File: src/rtl/paddle_pkg.sv
package paddle_pkg;
  typedef enum logic {
    CH_IDLE   = 1'b0,
    CH_TIMING = 1'b1
  } ch_state_e;

  function automatic int unsigned span_width(input int unsigned pos_w,
                                             input int unsigned unit);
    return $clog2((2 ** pos_w) * unit) + 1;
  endfunction
endpackage

File: src/rtl/paddle_trig_detect.sv
module paddle_trig_detect (
  input  logic clk,
  input  logic rst_n,
  input  logic trig_i,
  output logic fire_o
);
  logic trig_prev_q;

  always_ff @(posedge clk or negedge rst_n) begin
    if (!rst_n) trig_prev_q <= 1'b0;
    else        trig_prev_q <= trig_i;
  end

  assign fire_o = trig_i & ~trig_prev_q;

  AST_SINGLE_FIRE: assert property (@(posedge clk) disable iff (!rst_n)
    fire_o |=> !fire_o);
endmodule

File: src/rtl/paddle_axis_chan.sv
module paddle_axis_chan
  import paddle_pkg::*;
#(
  parameter int unsigned POS_W       = 8,
  parameter int unsigned UNIT_CYCLES = 4
) (
  input  logic             clk,
  input  logic             rst_n,
  input  logic             fire_i,
  input  logic [POS_W-1:0] pos_i,
  output logic             busy_o
);
  localparam int unsigned CNT_W = span_width(POS_W, UNIT_CYCLES);

  ch_state_e        state_q;
  logic [CNT_W-1:0] cnt_q;
  logic [CNT_W-1:0] reload;

  assign reload = (CNT_W'(pos_i) + CNT_W'(1)) * CNT_W'(UNIT_CYCLES) - CNT_W'(1);

  always_ff @(posedge clk or negedge rst_n) begin
    if (!rst_n) begin
      state_q <= CH_IDLE;
      cnt_q   <= '0;
    end else if (fire_i) begin
      state_q <= CH_TIMING;
      cnt_q   <= reload;
    end else if (state_q == CH_TIMING) begin
      if (cnt_q == '0) state_q <= CH_IDLE;
      else             cnt_q   <= cnt_q - CNT_W'(1);
    end
  end

  assign busy_o = (state_q == CH_TIMING);

  AST_FIRE_SETS_BUSY: assert property (@(posedge clk) disable iff (!rst_n)
    fire_i |=> busy_o);
  AST_RISE_NEEDS_FIRE: assert property (@(posedge clk) disable iff (!rst_n)
    $rose(busy_o) |-> $past(fire_i));
  AST_FALL_AT_ZERO: assert property (@(posedge clk) disable iff (!rst_n)
    $fell(busy_o) |-> ($past(cnt_q) == '0));
  AST_COUNT_STEP: assert property (@(posedge clk) disable iff (!rst_n)
    (busy_o && !fire_i && cnt_q != '0) |=> (busy_o && cnt_q == $past(cnt_q) - CNT_W'(1)));
  AST_IDLE_CNT_ZERO: assert property (@(posedge clk) disable iff (!rst_n)
    !busy_o |-> (cnt_q == '0));
endmodule

File: src/rtl/paddle_btn_sync.sv
module paddle_btn_sync #(
  parameter int unsigned BTN_W  = 2,
  parameter int unsigned STAGES = 2
) (
  input  logic             clk,
  input  logic             rst_n,
  input  logic [BTN_W-1:0] btn_i,
  output logic [BTN_W-1:0] btn_o
);
  logic [BTN_W-1:0] stage_q [STAGES];

  always_ff @(posedge clk or negedge rst_n) begin
    if (!rst_n) stage_q[0] <= '0;
    else        stage_q[0] <= btn_i;
  end

  for (genvar s = 1; s < STAGES; s++) begin : g_stage
    always_ff @(posedge clk or negedge rst_n) begin
      if (!rst_n) stage_q[s] <= '0;
      else        stage_q[s] <= stage_q[s-1];
    end
  end

  assign btn_o = stage_q[STAGES-1];

  AST_BTN_FROM_STAGE: assert property (@(posedge clk) disable iff (!rst_n)
    !$stable(btn_o) |-> (btn_o == $past(stage_q[0])));
endmodule

File: src/rtl/paddle_timer_top.sv
module paddle_timer_top #(
  parameter int unsigned NUM_AXES    = 2,
  parameter int unsigned POS_W       = 8,
  parameter int unsigned UNIT_CYCLES = 4,
  parameter int unsigned NUM_BTN     = 2,
  parameter int unsigned SYNC_STAGES = 2
) (
  input  logic                      clk,
  input  logic                      rst_n,
  input  logic                      trig_i,
  input  logic [NUM_AXES*POS_W-1:0] pos_i,
  input  logic [NUM_BTN-1:0]        btn_i,
  output logic [NUM_AXES-1:0]       axis_o,
  output logic [NUM_BTN-1:0]        btn_o
);
  logic fire;

  paddle_trig_detect u_trig (
    .clk    (clk),
    .rst_n  (rst_n),
    .trig_i (trig_i),
    .fire_o (fire)
  );

  for (genvar a = 0; a < NUM_AXES; a++) begin : g_axis
    paddle_axis_chan #(
      .POS_W       (POS_W),
      .UNIT_CYCLES (UNIT_CYCLES)
    ) u_chan (
      .clk    (clk),
      .rst_n  (rst_n),
      .fire_i (fire),
      .pos_i  (pos_i[a*POS_W +: POS_W]),
      .busy_o (axis_o[a])
    );
  end

  paddle_btn_sync #(
    .BTN_W  (NUM_BTN),
    .STAGES (SYNC_STAGES)
  ) u_btn (
    .clk   (clk),
    .rst_n (rst_n),
    .btn_i (btn_i),
    .btn_o (btn_o)
  );

  AST_FIRE_ALL_HIGH: assert property (@(posedge clk) disable iff (!rst_n)
    fire |=> (axis_o == {NUM_AXES{1'b1}}));
endmodule

File: config.mk
export PLATFORM = sky130hd
export DESIGN_NAME = paddle_timer_top
export DESIGN_NICKNAME = d
export VERILOG_FILES = /design/src/rtl/paddle_pkg.sv /design/src/rtl/paddle_trig_detect.sv /design/src/rtl/paddle_axis_chan.sv /design/src/rtl/paddle_btn_sync.sv /design/src/rtl/paddle_timer_top.sv
export SDC_FILE = /design/constraint.sdc
export NUM_CORES = 1
export LEC_CHECK = 0
export BUFFER_PORTS_ARGS = -buffer_cell sky130_fd_sc_hd__buf_2
export CAP_MARGIN = 25
export CORE_ASPECT_RATIO = 0.75
export CORE_MARGIN = 2
export CORE_UTILIZATION = 30
export DETAILED_ROUTE_END_ITERATION = 12
export HOLD_SLACK_MARGIN = 0.15
export SLEW_MARGIN = 20
export SYNTH_ARGS = -nofsm -noshare
export SYNTH_HDL_FRONTEND = slang
export SYNTH_HIERARCHICAL = 1
export SYNTH_SLANG_ARGS = --single-unit
File: constraint.sdc
create_clock -name clk -period 4.27 [get_ports clk]
set_clock_uncertainty 0.05 [all_clocks]
set_input_delay 0.2135 -clock clk [delete_from_list [all_inputs] [get_ports clk]]
set_output_delay 0.2135 -clock clk [all_outputs]
set_load 0.1 [all_outputs]
# Word level (Yosys, flattened, before mapping)
# Cells that the tools add are included.
# op_classes
n_eq_ne	2
n_bitwise	2
mux	12
addsub	6
n_reduce_logical	6
# op_table
op	n
$mux W11	6
$sub A11 B1 Y11 const B	4
$logic_not A11 Y1	2
$add A8 B1 Y9 const B	2
$mux W1	6
$ne A2 B2 Y1 const B	2
$reduce_and A2 Y1	2
$reduce_bool A2 Y1	2
$and A1 B1 Y1	1
$not A1 Y1	1
# word_totals
inputBits	21
ff_bits	29
output_inout_bits	4
wordCells	35

# Longest topological paths before layout
# Gate-level depths: netlist of the first run.
# logic_depth
ltp_word	4
depth_mapped	7

# By module
# The synthesis of the first run kept the hierarchy.
# modules_own_cells
mod	area_per_inst_um2	cells_each	n_inst
paddle_axis_chan	1051.0	118	2
paddle_btn_sync	115.1	6	1
paddle_trig_detect	38.8	2	1

# Worst setup path before layout of the first run
# OpenSTA, ideal clock, no wires.
# synth_path
path_type	reg2reg
startpoint	reg g_axis[0].u_chan.state_q
endpoint	reg g_axis[0].u_chan.cnt_q[5]
setup_slack_ns	1.875
path_stages_with_launch	6
setup_time_ns	0.127
path_buffers	0
arrival_ns	2.219
path_cell_list	dfrtp_1 > or4b_4 > a311oi_1 > and2b_1 > xnor2_1 > mux2i_1
# synth_via
elab_chain_len	2
# synth_lines
element	line_no	source
from (decl)	paddle_axis_chan.sv:15	ch_state_e state_q;
from (signal assigned)	paddle_axis_chan.sv:23	state_q <= CH_IDLE;
from (signal assigned)	paddle_axis_chan.sv:26	state_q <= CH_TIMING;
from (signal assigned)	paddle_axis_chan.sv:29	if (cnt_q == '0) state_q <= CH_IDLE;
$reduce_bool A2 Y1 (no line)	--	
$reduce_and A2 Y1 (no line)	--	
to (signal assigned)	paddle_axis_chan.sv:27	cnt_q <= reload;
to (signal assigned)	paddle_axis_chan.sv:30	else cnt_q <= cnt_q - CNT_W'(1);
to (decl)	paddle_axis_chan.sv:16	logic [CNT_W-1:0] cnt_q;
# No other way between the ends.
# A chain may end at the register's enable or synchronous reset.

# Worst setup path after layout of the first run
# layout_path
startpoint	reg g_axis[0].u_chan.cnt_q[0]
endpoint	reg g_axis[0].u_chan.cnt_q[2]
# layout_via
elab_chain_len	4
word_cells_on_any_way	7
cone_classes	1 x add/sub; 1 x eq/ne; 3 x mux; 2 x reduce/logical
# layout_lines
element	line_no	source
$sub A11 B1 Y11	paddle_axis_chan.sv:30	
$mux W11	paddle_axis_chan.sv:29	
$mux W11	paddle_axis_chan.sv:28	end else if (state_q == CH_TIMING) begin
$mux W11	paddle_axis_chan.sv:25	end else if (fire_i) begin
# Several ways; a longest one is shown, not always the timed one. The select of a mux whose other input is x is not followed.

==> metrics.md, run 1 <==
| Metric | Value |
|---|---|
| Post-Place Setup Slack | approximately 2100 ps |
| # Post-CTS Setup Buffers | 0 |
| Die X | 104 um |
| Minimum clock period | 2150 ps |
| Initial drt markers | 64 |
| CTS Buf Count | 5 |
| WL/cell | 13.0 um |
| Top cells by instance count after synthesis | dfrtp_1, nand2_1, xnor2_1, nor2_1, xor2_1 |
| First-pass GRT wire length | about 8000 um |
| H-tree depth | 2 |
| Status | completed |
| Via count | 1850 |
| Largest net degree at the start of global routing | 30 |
| # IOs | 25 |
| Worst Max-Slew Pin Slew | between 600 and 700 ps |
| Maximum vdd ir drop | 116 uV |
| CP endpoint kind | flip-flop |
| Die H | 79.1 um |
| WP data arrival | roughly 2200 ps |
| Synth warn | 6 |
| Initial cell density of the core | 0.308 |
| Final Slew Violations | 0 |
| Root buf cell | clkbuf_8 |
| Worst Hold Class | input pin to flip-flop |
| Diode count | 0 |
| # Max-Cap Violations | 0 |
| CTS Sinks | 29 |
| Filler cells | 755 |
| RSZ-0062 raised after global routing | no |
| Post-Synthesis Cells | 244 |
| Setup TNS | 0 ps |
| Port bufs | 24 |
| Max clock buf depth | 2 |
| Crit start category | flip-flop |
| Vias in the first global route | 1705 |
| Fraction of layout cells with a size suffix above 1 | 0.215 |
| Number of synthesized flops with an enable pin | 0 |
| Crit Path Class | flip-flop to flip-flop |
| Final setup margin | approximately 2100 ps |
| Vias per std cell | roughly 5.0 |
| CTS clk-pin slew, worst paths | 60 ps |
| Nets | a little under 300 |
| Register area share after synthesis | 0.322 |
| Site row count | 27 |
| Share of the synthesized area in the top cell type | 0.322 |
| DR pass1 iterations | 5 |
| CTS tree | built |
| Synthesis-to-finish area growth | 15.8% |
| DRC | 0 |
| Mapped Nets | ~270 |
| Routability cong. | 0.806 |
| Area leader, netlist | dfrtp_1 |
| Core area | 0.00733 mm2 |
| FFs w/ async S/R, synth | 1.00 |
| Pleak | 1.04 nW |
| Final WL | 4830 um |
| Final Core Density | 0.356 |
| Overall Power | 1.03 mW |
| Final setup violation count | 0 |
| Fmax | 466 MHz |
| Primary FF master, synth | dfrtp_1 |
| Gr usage total | 0.122 |
| Worst Path Max Fanout | 5 |
| Synth area leaders | dfrtp_1, xnor2_1, xor2_1, ha_1, nand2_1 |
| Fin. Hold Viols | 0 |
| Die area | 0.00824 mm2 |
| Initial antenna violation count | 0 |
| Tcrit/Tclk final | 0.503 |
| Min Hold Slack | roughly 240 ps |
| Mapped Area | about 0.0023 mm2 |
| PwrDens | 395 mW/mm2 |
| HPWL Detailed | 3710 um |
| Synth cell types | 40 |
| Antenna Violating Nets Remaining | 0 |
| Syn Area/Cell | 9.25 um2 |
| Most common cell in the netlist | dfrtp_1 |
| Congestion Overflow GR | 0 |
| WP data required | 4360 ps |
| Slew headroom | 0.577 |
| Worst-skew pair later-pin latency | 290 ps |
| #FFs+latches synth | 29 |
layout by cell type (no fill, tap or decap), drive strengths merged, types with 4 or more instances in the layout:
master / netlist / routed
inv: 10 / 10
nor3: 10 / 10
ha: 8 / 8
nor4b: 4 / 4
xnor2: 20 / 20
dfrtp: 29 / 29
or4b: 4 / 4
mux2: 4 / 4
and4: 6 / 6
xor2: 14 / 14
nor2: 18 / 18
nand3: 6 / 6
o31ai: 6 / 6
o21ai: 4 / 4
dlygate4sd3: 0 / 4
clkbuf: 6 / 7
a311oi: 4 / 4
nand2: 24 / 24
a31oi: 10 / 10
a21oi: 6 / 6
a211oi: 4 / 4
buf: 4 / 24
nor4: 6 / 6
mux2i: 8 / 8
or2: 6 / 6
layout make-up:
cell class	count	area [um2]	share of cell area
Sequential cell	29	726	0.278
Timing Repair Buffer	28	160	0.0613
Inverter	10	37.5	0.0144
Tap cell	101	126	0.0484
Clock buffer	7	86.3	0.0331
Multi-Input combinational cell	195	1450	0.553
Clock inverter	1	30.0	0.0115
metrics by stage:
stage	cells	instance area, um2
final	371	2610
after global routing	371	2610
after CTS	371	2610
after detailed placement	359	2450
after global placement	359	2450
after floorplan	244	2260
registers in the layout, indices dropped and copies added, names as in the netlist:
name / count
g_axis.u_chan/cnt_q: 22
u_trig/trig_prev_q: 1
g_axis.u_chan/busy_o: 2
u_btn/btn_o: 2
u_btn/stage_q: 2
layer usage:
metal  vias to the layer above  global-route usage  share of wire
li1                        942                   -              -
met1                       869               0.182           0.55
met2                        33               0.172           0.40
met3                         6              0.0230          0.035
met4                         0              0.0473          0.016
met5                         -                   0              0
power breakdown:
| part | internal, mW | leakage (nW) | switching, mW |
|---|---|---|---|
| registers | 0.343 | 0.333 | 0.0832 |
| logic | 0.149 | 0.650 | 0.161 |
| clock network | 0.190 | 0.0585 | 0.105 |
| total | 0.681 | 1.04 | 0.350 |
timing repair:
| item | in CTS | in global routing |
|---|---|---|
| gates resized for setup | 0 | 0 |
| hold buffers | 4 | 0 |
| endpoints found under the hold margin | 32 | 0 |
path summary, 6_finish.rpt:
kind	start	endpoint	slack, ps	cells after the start
setup / recovery	g_axis[0].u_chan/cnt_q[0]$_DFFE_PN0P_	g_axis[0].u_chan/cnt_q[2]$_DFFE_PN0P_	2120	7
hold / removal	pos_i[7]	g_axis[0].u_chan/cnt_q[10]$_DFFE_PN0P_	240	3
setup reg to reg	g_axis[0].u_chan/cnt_q[0]$_DFFE_PN0P_	g_axis[0].u_chan/cnt_q[2]$_DFFE_PN0P_	2120	7
hold reg to reg	u_btn/stage_q[3]$_DFF_PN0_	u_btn/btn_o[1]$_DFF_PN0_	300	0
max in group asynchronous	rst_n	g_axis[1].u_chan/cnt_q[8]$_DFFE_PN0P_	3320	2
min in group asynchronous	rst_n	u_btn/btn_o[0]$_DFF_PN0_	430	2
kinds of logic (layout without fill, tap and decap cells):
logic type	count (synthesis)	in the layout	share of synthesized area
AOI/OAI and AO/OA	42	42	0.151
adders and majority gates	8	8	0.0444
and+or+nand+nor	99	99	0.258
DFF	29	29	0.322
xor gates and xnor gates	34	34	0.132
buffers and inverters	20	46	0.0377
muxes	12	12	0.0555
worst max-delay path, stage by stage (launching register included):
cell and delay [ps]:
dfrtp_1 380, inv_1 110, ha_1 200, or4b_2 680, o31ai_4 290, nor2_1 90, xnor2_1 130, o21ai_0 90
No activity file was read; power rests on OpenSTA's default activity.
==> run 2, diff against run 1 <==
==> constraint.sdc (replaced) <==
create_clock -name clk -period 2 [get_ports clk]
set_clock_uncertainty 0.05 [all_clocks]
set_input_delay 0.1 -clock clk [delete_from_list [all_inputs] [get_ports clk]]
set_output_delay 0.1 -clock clk [all_outputs]
set_load 0.1 [all_outputs]
==> run 2 against run 1 <==
  * Sequential power is 110% higher
  * Global-route usage is 1.6 points higher
  * Fmax is 8.6% higher
  * Non-clock buffer count is 26 higher
  * Flip-flop and latch count stayed put
  * Via count is 6.6% higher
  * Critical path type unchanged
  * Largest cell class unchanged
==> metrics.md, run 2 (synthesis results as in run 1) <==
| Metric | Value |
|---|---|
| Pleak | 1.17 nW |
| Multi-input gate area | ~0.0016 mm2 |
| CTS Buf Count | 5 |
| Maximum vdd ir drop | 280 uV |
| Vias in the first global route | 1869 |
| Net Switching | 884 uW |
| Root buf cell | clkbuf_8 |
| Via count | 1972 |
| Filler cells | 738 |
| Crit path cell chain | inv_2, ha_4, or4b_4, o31ai_4, nor2_2, xnor2_1, o21ai_1 |
| Worst-skew pair later-pin latency | 280 ps |
| Minimum clock period | 1980 ps |
| H-tree depth | 2 |
| Routability cong. | 0.856 |
| DRC | 0 |
| Die H | roughly 79 um |
| Final Core Density | 0.397 |
| Synthesis-to-finish area growth | 29.0% |
| Crit start category | flip-flop |
| Worst Path Max Fanout | 5 |
| Switching part of the total | 0.376 |
| Port bufs | 24 |
| Int Power | 1.47 mW |
| CTS clk-pin slew, worst paths | 70 ps |
| Tcrit/Tclk final | 0.989 |
| CTS Sinks | 29 |
| First-pass GRT wire length | 9230 um |
| Antenna Violating Nets Remaining | 0 |
| Final setup margin | 22.9 ps |
| WP data arrival | approximately 2100 ps |
| Slew headroom | 0.570 |
| CP delay by family, top | simple AND/OR/NAND/NOR gates |
| Worst Hold Class | input pin to flip-flop |
| Fraction of layout cells with a size suffix above 1 | 0.341 |
| PwrDens | 809 mW/mm2 |
| DR pass1 iterations | 4 |
| CP endpoint kind | flip-flop |
| Register with the most flip-flops | g_axis.u_chan/cnt_q |
| Crit Path Class | flip-flop to flip-flop |
| Overall Power | 2.35 mW |
| Number of flip-flops in the largest register | 22 |
| Vias per std cell | 4.97 |
| RSZ-0062 raised after global routing | yes |
| Gr usage total | 0.138 |
| Commonest cells after routing, fill and taps aside | dfrtp_1, buf_4, nand2_1, buf_2, xnor2_1 |
| Largest stage delay on the critical path | 500 ps |
| Final Slew Violations | 0 |
| Site row count | 27 |
| Initial cell density of the core | 0.308 |
| Crit-path slowest cell | or4b_4 |
| Fmax | ~510 MHz |
| Post-route cell area | between 0.002 and 0.003 mm2 |
| Nets | 324 |
| Flop pwr share | 0.373 |
| Core area | 0.00733 mm2 |
| Crit path buf inv count | 1 |
| # Max-Cap Violations | 0 |
| Gate power share | 0.430 |
| Storage cell area | around 730 um2 |
| Die area | slightly above 0.008 mm2 |
| Setup TNS | 0 ps |
| Largest net degree at the start of global routing | 30 |
| Congestion Overflow GR | 0 |
| Status | completed |
| Post-DP Area | 0.00262 mm2 |
| Diode count | 0 |
| Final setup violation count | 0 |
| WP data required | 2120 ps |
| Commonest non-fill, non-tap cell in the layout | dfrtp_1 |
| Worst Max-Slew Pin Slew | 645 ps |
| HPWL Detailed | 3950 um |
| Clk pwr share | 0.197 |
| Final WL | 5510 um |
| Max clock buf depth | 2 |
| Initial antenna violation count | 0 |
| Die X | between 100 and 150 um |
| Fin. Hold Viols | 0 |
| Fin cells | roughly 400 |
| Post-Place Setup Slack | -40.2 ps |
| CTS tree | built |
| Dpl cells | 379 |
| # IOs | 25 |
| WL/cell | 13.9 um |
| Initial drt markers | 144 |
| Min Hold Slack | 161 ps |
## run 2: changes by cell type in the layout (fill, tap and decap cells not counted), moves of 3 or more
cell    delta
inv_1      -4
buf_4     +25
nor4_1     -3
inv_2      +4
## run 2: layout make-up
class,instances,share of cell area
sequential,29,0.252
clock buffer,6,0.0249
clock inverter,2,0.00344
multi-input combinational,195,0.540
inverter,10,0.0129
timing repair buffer,54,0.123
tap,101,0.0434
## run 2: power by group through the flow
stage	Clock, mW	Combinational (mW)	Sequential (mW)
2_1_floorplan	0	0.522	0.879
3_3_place_gp	0	0.826	0.862
3_5_place_dp	0	0.843	0.867
4_1_cts	0.479	0.905	0.865
5_1_grt	0.516	1.11	0.899
6_report	0.464	1.01	0.877
## run 2: repair_timing
| action | 4_1_cts | 5_1_grt |
|---|---|---|
| pin swaps | 3 | 10 |
| setup endpoints to repair | 5 | 13 |
| gates resized for setup | 8 | 15 |
| endpoints found under the hold margin | 33 | 0 |
| buffers inserted | 1 | 4 |
| hold buffers | 5 | 0 |
## run 2: layer usage
layer  vias to the layer above  routed length [um]  global-route usage
met5                         -                   0                   0
met4                         0                  95              0.0500
met3                         9                 162              0.0148
met2                        44                2350               0.207
met1                       931                2900               0.205
li1                        988                   -                   -
## run 2: path summary, 6_finish.rpt
path	from	end	slack [ps]	cells past startpoint
max in group asynchronous	rst_n	g_axis[0].u_chan/busy_o$_DFF_PN0_	1080	2
setup reg to reg	g_axis[1].u_chan/cnt_q[1]$_DFFE_PN0P_	g_axis[1].u_chan/cnt_q[2]$_DFFE_PN0P_	20	7
min in group asynchronous	rst_n	g_axis[0].u_chan/cnt_q[5]$_DFFE_PN0P_	340	2
setup / recovery	g_axis[1].u_chan/cnt_q[1]$_DFFE_PN0P_	g_axis[1].u_chan/cnt_q[2]$_DFFE_PN0P_	20	7
hold reg to reg	u_btn/stage_q[2]$_DFF_PN0_	u_btn/btn_o[0]$_DFF_PN0_	310	0
hold / removal	pos_i[12]	g_axis[1].u_chan/cnt_q[6]$_DFFE_PN0P_	160	3
## run 2: worst register-to-register path, delay by kind of cell (launching register included)
family | cells | cell delay (ps)
AND/OR/NAND/NOR | 2 | 580
AO/OA/AOI/OAI | 2 | 460
flip-flops | 1 | 400
XOR/XNOR | 1 | 160
adder cells (fa/ha/maj) | 1 | 130
buffers and inverters | 1 | 90
==> run 3, diff against run 2 <==
--- a/config.mk
+++ b/config.mk
@@ -7,11 +7,14 @@
 export LEC_CHECK = 0
 export BUFFER_PORTS_ARGS = -buffer_cell sky130_fd_sc_hd__buf_2
 export CAP_MARGIN = 25
+export CELL_PAD_IN_SITES_DETAIL_PLACEMENT = 0
+export CELL_PAD_IN_SITES_GLOBAL_PLACEMENT = 2
 export CORE_ASPECT_RATIO = 0.75
 export CORE_MARGIN = 2
 export CORE_UTILIZATION = 30
 export DETAILED_ROUTE_END_ITERATION = 12
 export HOLD_SLACK_MARGIN = 0.15
+export PLACE_DENSITY_LB_ADDON = 0.1
 export SLEW_MARGIN = 20
 export SYNTH_ARGS = -nofsm -noshare
 export SYNTH_HDL_FRONTEND = slang
==> run 3 against run 2 <==
  * The run now ends with negative setup slack left
  * Flip-flop and latch count stayed put
  * Die area stayed put
  * Final cell count is 0.50% higher
  * First-iteration DRC count is 31% lower
  * Utilization is 0.12 points lower
  * Clock power is 3% lower
  * Design area is 0.30% lower
  * Critical endpoint is now g_axis[0].u_chan/cnt_q[8]$_DFFE_PN0P_
  * Largest cell class unchanged
==> metrics.md, run 3 (synthesis results as in run 1) <==
| Metric | Value |
|---|---|
| Status | complete, but fails checks |
| Violated checks | negative setup slack |
| Worst-skew pair later-pin latency | 270 ps |
| Post-route cell area | 0.00290 mm2 |
| Vias per std cell | 4.83 |
| Site row count | 27 |
| Commonest non-fill, non-tap cell in the layout | buf_4 |
| Final WL | ~5600 um |
| Maximum vdd ir drop | roughly 260 uV |
| Largest stage delay on the critical path | ~510 ps |
| Vias in the first global route | 1791 |
| Max clock buf depth | 2 |
| CTS tree | built |
| Slew headroom | 0.559 |
| CTS clk-pin slew, worst paths | 60 ps |
| Commonest cells after routing, fill and taps aside | buf_4, dfrtp_1, nand2_1, buf_2, xnor2_1 |
| Root buf cell | clkbuf_8 |
| Die X | 104 um |
| RSZ-0062 raised after global routing | yes |
| Congestion Overflow GR | 0 |
| Min Hold Slack | 172 ps |
| Routability cong. | 0.751 |
| CP startpoint | g_axis[0].u_chan/cnt_q[1]$_DFFE_PN0P_ |
| Die area | 0.00824 mm2 |
| Die H | 79.1 um |
| Gr usage total | 0.138 |
| WL/cell | 14.0 um |
| # Max-Cap Violations | 0 |
| Register with the most flip-flops | g_axis.u_chan/cnt_q |
| Worst Max-Slew Pin Slew | 662 ps |
| Final setup violation count | 1 |
| Crit path buf inv count | 1 |
| Fin. Hold Viols | 0 |
| Worst Path Max Fanout | 3 |
| Tcrit/Tclk final | 1.01 |
| # IOs | 25 |
| WP data required | approximately 2100 ps |
| Crit-path slowest cell | or4b_4 |
| Largest net degree at the start of global routing | 30 |
| Via count | 1926 |
| Filler cells | 767 |
| Worst Hold Class | input pin to flip-flop |
| CTS Buf Count | 5 |
| Initial cell density of the core | 0.308 |
| Diode count | 0 |
| WP data arrival | 2110 ps |
| Hold depth | 3 |
| CP delay by family, top | simple AND/OR/NAND/NOR gates |
| CP endpoint kind | flip-flop |
| HPWL Detailed | 4100 um |
| CTS Sinks | 29 |
| Crit Path Class | flip-flop to flip-flop |
| Final Slew Violations | 0 |
| Port bufs | 24 |
| Crit start category | flip-flop |
| DRC | 0 |
| Antenna Violating Nets Remaining | 0 |
| Core area | 0.00733 mm2 |
| PwrDens | a little under 800 mW/mm2 |
| Fmax | 497 MHz |
| Fraction of layout cells with a size suffix above 1 | 0.342 |
| Initial antenna violation count | 0 |
| DR pass1 iterations | 4 |
| Nets | 326 |
| Initial drt markers | 100 |
| Crit path cell chain | inv_2, ha_4, or4b_4, o31ai_4, nor2_1, xnor2_1, mux2i_1 |
| Worst r2r path cells | 7 |
| Critical Path Stages | 7 |
| Number of flip-flops in the largest register | 22 |
| Synthesis-to-finish area growth | 28.6% |
| Post-DP Area | between 0.002 and 0.003 mm2 |
| Pleak | ~1.2 nW |
| Minimum clock period | 2010 ps |
| Hold Path Origin | pos_i[4] |
| First-pass GRT wire length | 8960 um |
| Final setup margin | -14.0 ps |
| Critical R2R Launch | g_axis[0].u_chan/cnt_q[1]$_DFFE_PN0P_ |
| H-tree depth | 2 |
## run 3: worst paths after layout
path	slack, ps	end
max	-10	g_axis[0].u_chan/cnt_q[8]$_DFFE_PN0P_
min	170	g_axis[0].u_chan/cnt_q[6]$_DFFE_PN0P_
max reg2reg	-10	g_axis[0].u_chan/cnt_q[8]$_DFFE_PN0P_
min reg2reg	310	u_btn/btn_o[1]$_DFF_PN0_
max in group asynchronous	1060	g_axis[0].u_chan/busy_o$_DFF_PN0_
min in group asynchronous	350	g_axis[1].u_chan/busy_o$_DFF_PN0_
## run 3: what timing repair did
item,in CTS,in global routing
endpoints found under the setup margin,1,15
cloned,0,0
pin swaps,0,13
setup buffers,0,5
hold buffers,4,0
gates resized for setup,1,20
endpoints found under the hold margin,32,0
## run 3: final cells by class
class	instances	area (um2)	area share
inverter	10	37.5	0.0129
clock buffer	8	80.1	0.0276
sequential	29	733	0.253
tap	101	126	0.0436
timing repair buffer	56	370	0.128
multi-input combinational	195	1550	0.535
## run 3: where the power goes
part,total (mW),internal (mW),switching [mW]
Sequential,0.891,0.732,0.159
Clock,0.449,0.246,0.203
Combinational,0.941,0.471,0.470
Total,2.28,1.45,0.832
## run 3: worst min-delay path, cell delays in order
cell and delay, ps:
buf_2 140, xor2_1 90, mux2i_1 110
## run 3: per-layer routing
metal,global-route usage,up-vias,part of all wire,routed length (um)
li1,-,1001,-,-
met1,0.218,884,0.58,3250
met2,0.184,36,0.38,2100
met3,0.0205,5,0.027,149
met4,0.0527,0,0.013,70
met5,0,-,0,0
## run 3: through the flow
| step | setup slack (ps) | power (mW) | cells | setup TNS, ps | util |
|---|---|---|---|---|---|
| after global routing | -95.2 | 2.46 | 399 | -455 | 0.396 |
| after global placement | -1.93 | 1.70 | 382 | -1.93 | 0.360 |
| after CTS | 17.9 | 2.18 | 394 | 0 | 0.378 |
| after floorplan | 0.630 | 1.40 | 244 | 0 | - |
| final | -14.0 | 2.28 | 399 | -14.0 | 0.396 |
| after detailed placement | -6.67 | 1.69 | 382 | -6.67 | 0.360 |
